===== src/rtl/mod2n1_pkg.sv =====
package mod2n1_pkg;

  // Modulus 2^n + 1 for a given n
  function automatic longint unsigned mod_value(input int unsigned n);
    return (64'd1 << n) + 64'd1;
  endfunction

  // Two's-complement correction term over n+2 bits: 2^(n+2) - m
  function automatic longint unsigned corr_value(input int unsigned n);
    return (64'd1 << (n + 2)) - mod_value(n);
  endfunction

endpackage


===== src/rtl/m2n1_ripple.sv =====
module m2n1_ripple #(
  parameter int unsigned W = 8
) (
  input  logic [W-1:0] a_i,
  input  logic [W-1:0] b_i,
  output logic [W-1:0] sum_o,
  output logic         cout_o
);
  logic [W:0] cy;

  assign cy[0] = 1'b0;

  for (genvar i = 0; i < W; i++) begin : g_bit
    logic p;
    assign p        = a_i[i] ^ b_i[i];
    assign sum_o[i] = p ^ cy[i];
    assign cy[i+1]  = (a_i[i] & b_i[i]) | (p & cy[i]);
  end

  assign cout_o = cy[W];
endmodule


===== src/rtl/m2n1_csa3.sv =====
module m2n1_csa3 #(
  parameter int unsigned W = 8
) (
  input  logic [W-1:0] a_i,
  input  logic [W-1:0] b_i,
  input  logic [W-1:0] c_i,
  output logic [W-1:0] sum_o,
  output logic         cout_o,
  output logic         spill_o
);
  logic [W-1:0] ps;
  logic [W-1:0] pc;
  logic [W:0]   tot;

  // Carry-save row: three operands reduce to a sum vector and a carry vector
  for (genvar i = 0; i < W; i++) begin : g_csa
    assign ps[i] = a_i[i] ^ b_i[i] ^ c_i[i];
    assign pc[i] = (a_i[i] & b_i[i]) | (a_i[i] & c_i[i]) | (b_i[i] & c_i[i]);
  end

  // Final carry-propagate stage, one bit wider than the operands
  m2n1_ripple #(.W(W + 1)) u_cpa (
    .a_i   ({1'b0, ps}),
    .b_i   ({pc, 1'b0}),
    .sum_o (tot),
    .cout_o(spill_o)
  );

  assign sum_o  = tot[W-1:0];
  assign cout_o = tot[W];
endmodule


===== src/rtl/m2n1_pick.sv =====
module m2n1_pick #(
  parameter int unsigned H = 8
) (
  input  logic [H-1:0] plain_i,
  input  logic [H-1:0] corr_i,
  input  logic         wrap_i,
  output logic [H-1:0] res_o
);
  always_comb begin
    if (wrap_i) res_o = corr_i;
    else        res_o = plain_i;
  end
endmodule


===== src/rtl/mod2n1_adder.sv =====
module mod2n1_adder
  import mod2n1_pkg::*;
#(
  parameter int unsigned N_BITS  = 16,
  parameter bit          REG_OUT = 1'b1
) (
  input  logic              clk,
  input  logic              rst,
  input  logic              in_valid,
  input  logic [N_BITS:0]   x_i,
  input  logic [N_BITS:0]   y_i,
  output logic              out_valid,
  output logic [N_BITS:0]   sum_o
);
  localparam int unsigned H = N_BITS + 1;
  localparam int unsigned W = H + 1;
  localparam logic [H-1:0] MODV = H'(mod_value(N_BITS));
  localparam logic [W-1:0] CORR = W'(corr_value(N_BITS));

  logic [H-1:0] plain_sum;
  logic         plain_cout;
  logic [W-1:0] corr_sum;
  logic         corr_cout;
  logic         corr_spill;
  logic [H-1:0] res;

  // Uncorrected path
  m2n1_ripple #(.W(H)) u_plain (
    .a_i   (x_i),
    .b_i   (y_i),
    .sum_o (plain_sum),
    .cout_o(plain_cout)
  );

  // Corrected path, evaluated concurrently
  m2n1_csa3 #(.W(W)) u_corr (
    .a_i    ({1'b0, x_i}),
    .b_i    ({1'b0, y_i}),
    .c_i    (CORR),
    .sum_o  (corr_sum),
    .cout_o (corr_cout),
    .spill_o(corr_spill)
  );

  m2n1_pick #(.H(H)) u_pick (
    .plain_i(plain_sum),
    .corr_i (corr_sum[H-1:0]),
    .wrap_i (corr_cout),
    .res_o  (res)
  );

  if (REG_OUT) begin : g_reg
    logic         vld_q;
    logic [H-1:0] sum_q;

    always_ff @(posedge clk) begin
      if (rst) begin
        vld_q <= 1'b0;
        sum_q <= '0;
      end else begin
        vld_q <= in_valid;
        if (in_valid) sum_q <= res;
      end
    end

    assign out_valid = vld_q;
    assign sum_o     = sum_q;

    AST_VALID_PIPE: assert property (@(posedge clk) disable iff (rst)
      in_valid |=> out_valid);
    AST_IDLE_DROP: assert property (@(posedge clk) disable iff (rst)
      !in_valid |=> !out_valid);
    AST_IDLE_HOLD: assert property (@(posedge clk) disable iff (rst)
      !in_valid |=> $stable(sum_o));
  end else begin : g_comb
    assign out_valid = in_valid;
    assign sum_o     = res;
  end

  AST_IN_RANGE: assert property (@(posedge clk) disable iff (rst)
    in_valid |-> (x_i < MODV) && (y_i < MODV));
  AST_PLAIN_NO_CARRY: assert property (@(posedge clk) disable iff (rst)
    in_valid && !corr_cout |-> !plain_cout);
  AST_CORR_FITS: assert property (@(posedge clk) disable iff (rst)
    in_valid && corr_cout |-> !corr_sum[H]);
  AST_CSA_NO_SPILL: assert property (@(posedge clk) disable iff (rst)
    in_valid |-> !corr_spill);
  AST_RES_BELOW_M: assert property (@(posedge clk) disable iff (rst)
    in_valid |-> (res < MODV));
endmodule


===== config.mk =====
export PLATFORM = sky130hd
export DESIGN_NAME = mod2n1_adder
export DESIGN_NICKNAME = d
export VERILOG_FILES = /design/src/rtl/mod2n1_pkg.sv /design/src/rtl/m2n1_ripple.sv /design/src/rtl/m2n1_csa3.sv /design/src/rtl/m2n1_pick.sv /design/src/rtl/mod2n1_adder.sv
export SDC_FILE = /design/constraint.sdc
export NUM_CORES = 1
export LEC_CHECK = 0
export ABC_CLOCK_PERIOD_IN_PS = 18200
export CORE_MARGIN = 10
export CORE_UTILIZATION = 28
export CTS_BUF_LIST = sky130_fd_sc_hd__clkbuf_4 sky130_fd_sc_hd__clkbuf_8
export DETAILED_ROUTE_END_ITERATION = 8
export PLACE_DENSITY = 0.48
export REMOVE_ABC_BUFFERS = 1
export SLEW_MARGIN = 20
export SYNTH_ARGS = -nofsm -noshare
export SYNTH_HDL_FRONTEND = slang
export SYNTH_SLANG_ARGS = --single-unit

===== constraint.sdc =====
create_clock -name clk -period 18.2 [get_ports clk]
set_input_delay 3.64 -clock clk [delete_from_list [all_inputs] [get_ports clk]]
set_output_delay 3.64 -clock clk [all_outputs]
set_load 0.02 [all_outputs]

# After elaboration in Yosys (flattened, before gate mapping)
# Cells that the tools add are included.
# Widths: inputs -> output; s select.
# totals
output_inout_bits	18
memories	0
latch_bits	0
reg_bits	18
romBits	0
input_bits	37
elab_cells	211
ramBits	0
# op_classes
eq_ne	0
n_mul	0
n_bitwise	208
n_reduce_logical	0
addsub	0
n_mux	1
div	0
n_lt_le_gt_ge	0
shift	0
# op_table
operator	n
$and 1x1->1	64
$xor 1x1->1	64
$or 1x1->1	63
$mux 17	1
$not 1->1	17

# Logic depth before layout (Yosys ltp)
# depth
ltp_word	37
depth_mapped	25
ltp_nobuf	23

# Cells and area by module
# Synthesis repeated with hierarchy kept, for this count alone.
# unflattened
cells_unflattened	145
area_unflattened_um2	2031.9
# modules_own_cells
module	seq_area_each_um2	n_inst	cells_per_inst	area_per_inst_um2
mod2n1_adder	360.3	1	59	649.4
m2n1_ripple (u_corr.u_cpa)	0.0	1	25	399.1
m2n1_csa3	0.0	1	19	364.1
m2n1_ripple (u_plain)	0.0	1	23	359.1
m2n1_pick	0.0	1	19	260.2

# Least setup slack after synthesis
# Ideal clock, no wire load.
# synth_timing
path_kind	input -> register
from	input port x_i[1]
to	register g_reg.sum_q[12], in the netlist sum_o[12]
required_ps	18112
setup_ps	88
path_stages	24
t_arrival_ps	9857
setup_slack_ps	8255
path_buffers	1
cell_sequence	inv_1 -> ha_1 -> inv_1 -> ha_1 -> fa_1 -> fa_1 -> fa_1 -> inv_1 -> fa_1 -> fa_1 -> fa_1 -> fa_1 -> fa_1 -> fa_1 -> fa_1 -> fa_1 -> fa_1 -> fa_1 -> fa_1 -> fa_1 -> nand2b_2 -> buf_2 -> nand2b_1 -> a311oi_2
# synth_between
elab_chain_cells	37
elab_cells_between_ends	65
cone_classes	mux (1); bitwise (64)
# synth_lines
item	line_no	source
start: declaration	mod2n1_adder.sv:10	input logic [N_BITS:0] x_i,
$and 1x1->1	m2n1_ripple.sv:17, m2n1_csa3.sv:18	
$or 1x1->1 (2 in series)	m2n1_csa3.sv:18	assign pc[i] = (a_i[i] & b_i[i]) | (a_i[i] & c_i[i]) | (b_i[i] & c_i[i]);
$xor 1x1->1	m2n1_ripple.sv:15	assign p = a_i[i] ^ b_i[i];
$and 1x1->1	m2n1_ripple.sv:17	assign cy[i+1] = (a_i[i] & b_i[i]) | (p & cy[i]);
$or 1x1->1	m2n1_ripple.sv:17	
$and 1x1->1	m2n1_ripple.sv:17	
$or 1x1->1	m2n1_ripple.sv:17	
$and 1x1->1	m2n1_ripple.sv:17	
[... 20 more ...]	n/a	
$or 1x1->1	m2n1_ripple.sv:17	
$and 1x1->1	m2n1_ripple.sv:17	
$or 1x1->1	m2n1_ripple.sv:17	
$and 1x1->1	m2n1_ripple.sv:17	
$or 1x1->1	m2n1_ripple.sv:17	
$and 1x1->1	m2n1_ripple.sv:17	
$or 1x1->1	m2n1_ripple.sv:17	
$mux 17 (*)	m2n1_pick.sv:10	if (wrap_i) res_o = corr_i;
end signal: assignment	mod2n1_adder.sv:62	if (in_valid) sum_q <= res;
end: declaration	mod2n1_adder.sv:54	logic [H-1:0] sum_q;
# Every way passes the cells marked *; elsewhere a longest branch is shown, timed or not.
# A chain may end at the register's enable or synchronous reset.

# Worst setup path after layout
# layout_timing
from	input port x_i[1]
to	register g_reg.sum_q[0], in the netlist sum_o[0]
# layout_between
elab_chain_cells	37
elab_cells_between_ends	41
cone_classes	mux (1); bitwise (40)
# layout_lines
item	line_no
$and 1x1->1	m2n1_csa3.sv:18
$or 1x1->1 (2 in series)	m2n1_csa3.sv:18
$xor 1x1->1	m2n1_ripple.sv:15
$and 1x1->1	m2n1_ripple.sv:17
$or 1x1->1 (*)	m2n1_ripple.sv:17
$and 1x1->1 (*)	m2n1_ripple.sv:17
$or 1x1->1 (*)	m2n1_ripple.sv:17
$and 1x1->1 (*)	m2n1_ripple.sv:17
[... 20 more ...]	n/a
$or 1x1->1 (*)	m2n1_ripple.sv:17
$and 1x1->1 (*)	m2n1_ripple.sv:17
$or 1x1->1 (*)	m2n1_ripple.sv:17
$and 1x1->1 (*)	m2n1_ripple.sv:17
$or 1x1->1 (*)	m2n1_ripple.sv:17
$and 1x1->1 (*)	m2n1_ripple.sv:17
$or 1x1->1 (*)	m2n1_ripple.sv:17
$mux 17 (*)	m2n1_pick.sv:10
# Marked as above.

==> metrics.cfg <==
[detailed_routing]
drt-pass1-iter-count = 4
finalWirelength_mm = 4.24
via_per_inst = 4.32
vias = 1377
drt_iter0_markers = 51
drc_errors = 0
wire_per_inst_um = 13.3
ant_nets = 0

[grt]
met2_usage_pct = 13.6
met3_usage_pct = 2.93
grt_overflow = 0
met1_usage_pct = 11.3
first_global_vias = 1522
grt_antenna_before_repair = 0
top_usage_layer = met2
grt_usage_pct = 8.64
grt_pass1_wl_mm = 7.23
grt_start_max_net_pins = 40

[power_and_ir_drop]
power_frac_comb_pct = 46.4
power.leakage_nw = 1.13
intPower_w = 0.0000987
power_density_nw_per_um2 = 59.9
sw_frac_of_total_pct = 34.5
p_clk_share_pct = 22.6
p_seq_share_pct = 31.0
peakVddDrop_mv = 0.0289
p_sw_w = 0.0000519

[final_layout]
num-nets-final = 329
multi_input_comb_area_um2 = 1290
syn2layout_area_growth_pct = 35.3
fillCellCount = 659
insertedDiodeCount = 0
fin_cells = 319
final_util_pct = 39.4
drive_gt1_share_pct = 5.37
final-seq-area_um2 = 360

[timing]
finalSetupViolCount = 0
whs_ps = 489
period_needed_ps = 10560
relSlewSlack_pct = 38.5
clock.fmax_ghz = 0.0947
rsz0062_at_grt = false
slew_viol_final = 0
hold_viol_final = 0
worst_pin_slew_ps = 920
finalCritPeriodShare_pct = 58.0
tns_ps = 0
skew_ps = 0

[setup_path]
cp-end-kind = register
cp_max_fo = 10
path_class = in2reg
worstPathRequired_ps = 18300
crit_path_start_kind = primary input
critical_path_arrival_ps = 10660

[clock_tree]
cts_tree = yes
clockRootBuffer = clkbuf_8
cts_buffers = 3
hold_buffers = 0
clock_latency_ps = 260
cts_setup_buffers = 0
cts_resized = 0
cts_sinks = 18
clkTransAtPathRegs_ps = 70
clk_path_buf_depth = 2
h-tree-depth = 1

[die]
num_rows = 29
io_pins = 55
dieWidth_um = 101
dieArea_um2 = 10300
initial_core_util_pct = 29.1
die_h_um = 101
coreArea_um2 = 6390

[synthesis]
synth_common_cells = 43 x inv_1, 30 x fa_1, 19 x ha_1
yosysUniqueCellTypes = 20
synth-main-ff-cell = dfxtp_1
syn-instance-count = 191
synthTopCellsByArea = fa_1 32%, dfxtp_1 19%, ha_1 13%
syn-cell-area_um2 = 1860
yosysWarnings = 0
synth.largest_area_cell = fa_1
seq_area_frac_synth_pct = 19.4
synth_top_area_share_pct = 32.3
yosys_register_bits = 18
yosysMostFrequentCell = inv_1
synth_edf_count = 0
synth_async_sr_flop_share_pct = 0
synth.avg_cell_area_um2 = 9.73

[status]
status = finished clean

[placed_design]
numPortBuffers = 54
place_inst = 315
gp_congestion = 0.726
hpwlAfterDp_mm = 3.52

[flow_run]
drv_cap = 0

[hold_path]
hp-class = reg2reg

==> worst paths after layout <==
kind                                             start                      to  slack (ps)  cells after the start
worst max-delay path                            x_i[1]   sum_o[0]$_SDFFE_PP0P_        7640                     25
worst min-delay path             sum_o[7]$_SDFFE_PP0P_   sum_o[7]$_SDFFE_PP0P_         490                      2
worst max register to register  sum_o[16]$_SDFFE_PP0P_  sum_o[16]$_SDFFE_PP0P_       17390                      3
worst min register to register   sum_o[7]$_SDFFE_PP0P_   sum_o[7]$_SDFFE_PP0P_         490                      2
==> routing by layer <==
metal	share of wire (%)	vias up	routed length, um
met4	0.59	0	25
met3	6.2	5	261
li1	-	699	-
met1	48	639	2020
met2	46	34	1930
met5	0	-	0
==> cell usage in the layout (no fill, tap or decap) <==
cell type        synthesis  routed
a31oi_1                  4       4
dfxtp_1                 18      18
nand3_1                  4       4
a311oi_1                 7       7
clkdlybuf4s50_1          0      54
clkbuf_8                 0       4
inv_1                   43      43
nand2_1                 17      17
a21oi_1                  1       1
nand2b_2                 1       1
nor2_1                  13      13
nand2b_1                12      12
nand3b_1                 3       3
fa_1                    30      30
ha_1                    19      19
buf_4                    1       2
xor2_1                   1       1
nor2b_1                  3       3
a311oi_2                 6       6
==> registers in the layout (all words and copies together), names as in the netlist <==
signal / count
sum_o: 17
out_valid: 1
==> per-stage QoR <==
stage	cell area (um^2)	total power (W)	setup slack [ps]
finish	2510	0.000151	7640
global route	2510	0.000165	7320
CTS	2510	0.000154	7610
detailed placement	2460	0.000119	7350
global placement	2460	0.000119	7400
floorplan	1810	0.0000874	8280
==> worst max-delay path, stage by stage <==
cell	delay, ps
clkdlybuf4s50_1	520
inv_1	60
ha_1	280
inv_1	50
ha_1	150
fa_1	180
fa_1	180
fa_1	160
inv_1	50
fa_1	370
fa_1	380
fa_1	380
fa_1	390
fa_1	400
fa_1	410
fa_1	390
fa_1	410
fa_1	430
fa_1	410
fa_1	390
fa_1	400
nor2b_1	250
buf_4	220
nand3_1	80
a31oi_1	90
==> cells by family after synthesis <==
logic type | Yosys count | share of synthesized area (%)
adder cells (fa/ha/maj) | 49 | 45.1
XOR/XNOR | 1 | 0.471
flip-flops | 18 | 19.4
AO/OA/AOI/OAI | 18 | 9.76
AND/OR/NAND/NOR | 53 | 13.9
buffers and inverters | 52 | 11.4
==> power by group through the flow <==
stage	clock network [W]	registers, W	logic, W
2_1_floorplan	0	0.0000529	0.0000345
3_3_place_gp	0	0.0000477	0.0000717
3_5_place_dp	0	0.0000476	0.0000715
4_1_cts	0.0000358	0.0000468	0.0000719
5_1_grt	0.0000377	0.0000472	0.0000799
6_report	0.0000341	0.0000466	0.0000698
==> layout make-up <==
class                   count  area share [%]
inverters                  43            6.42
flip-flops and latches     18            14.3
multi-input cells         121            51.1
clock buffers               4            2.19
well taps                  77            3.83
repair buffers             56            22.1
(Power assumes the default switching activity.)
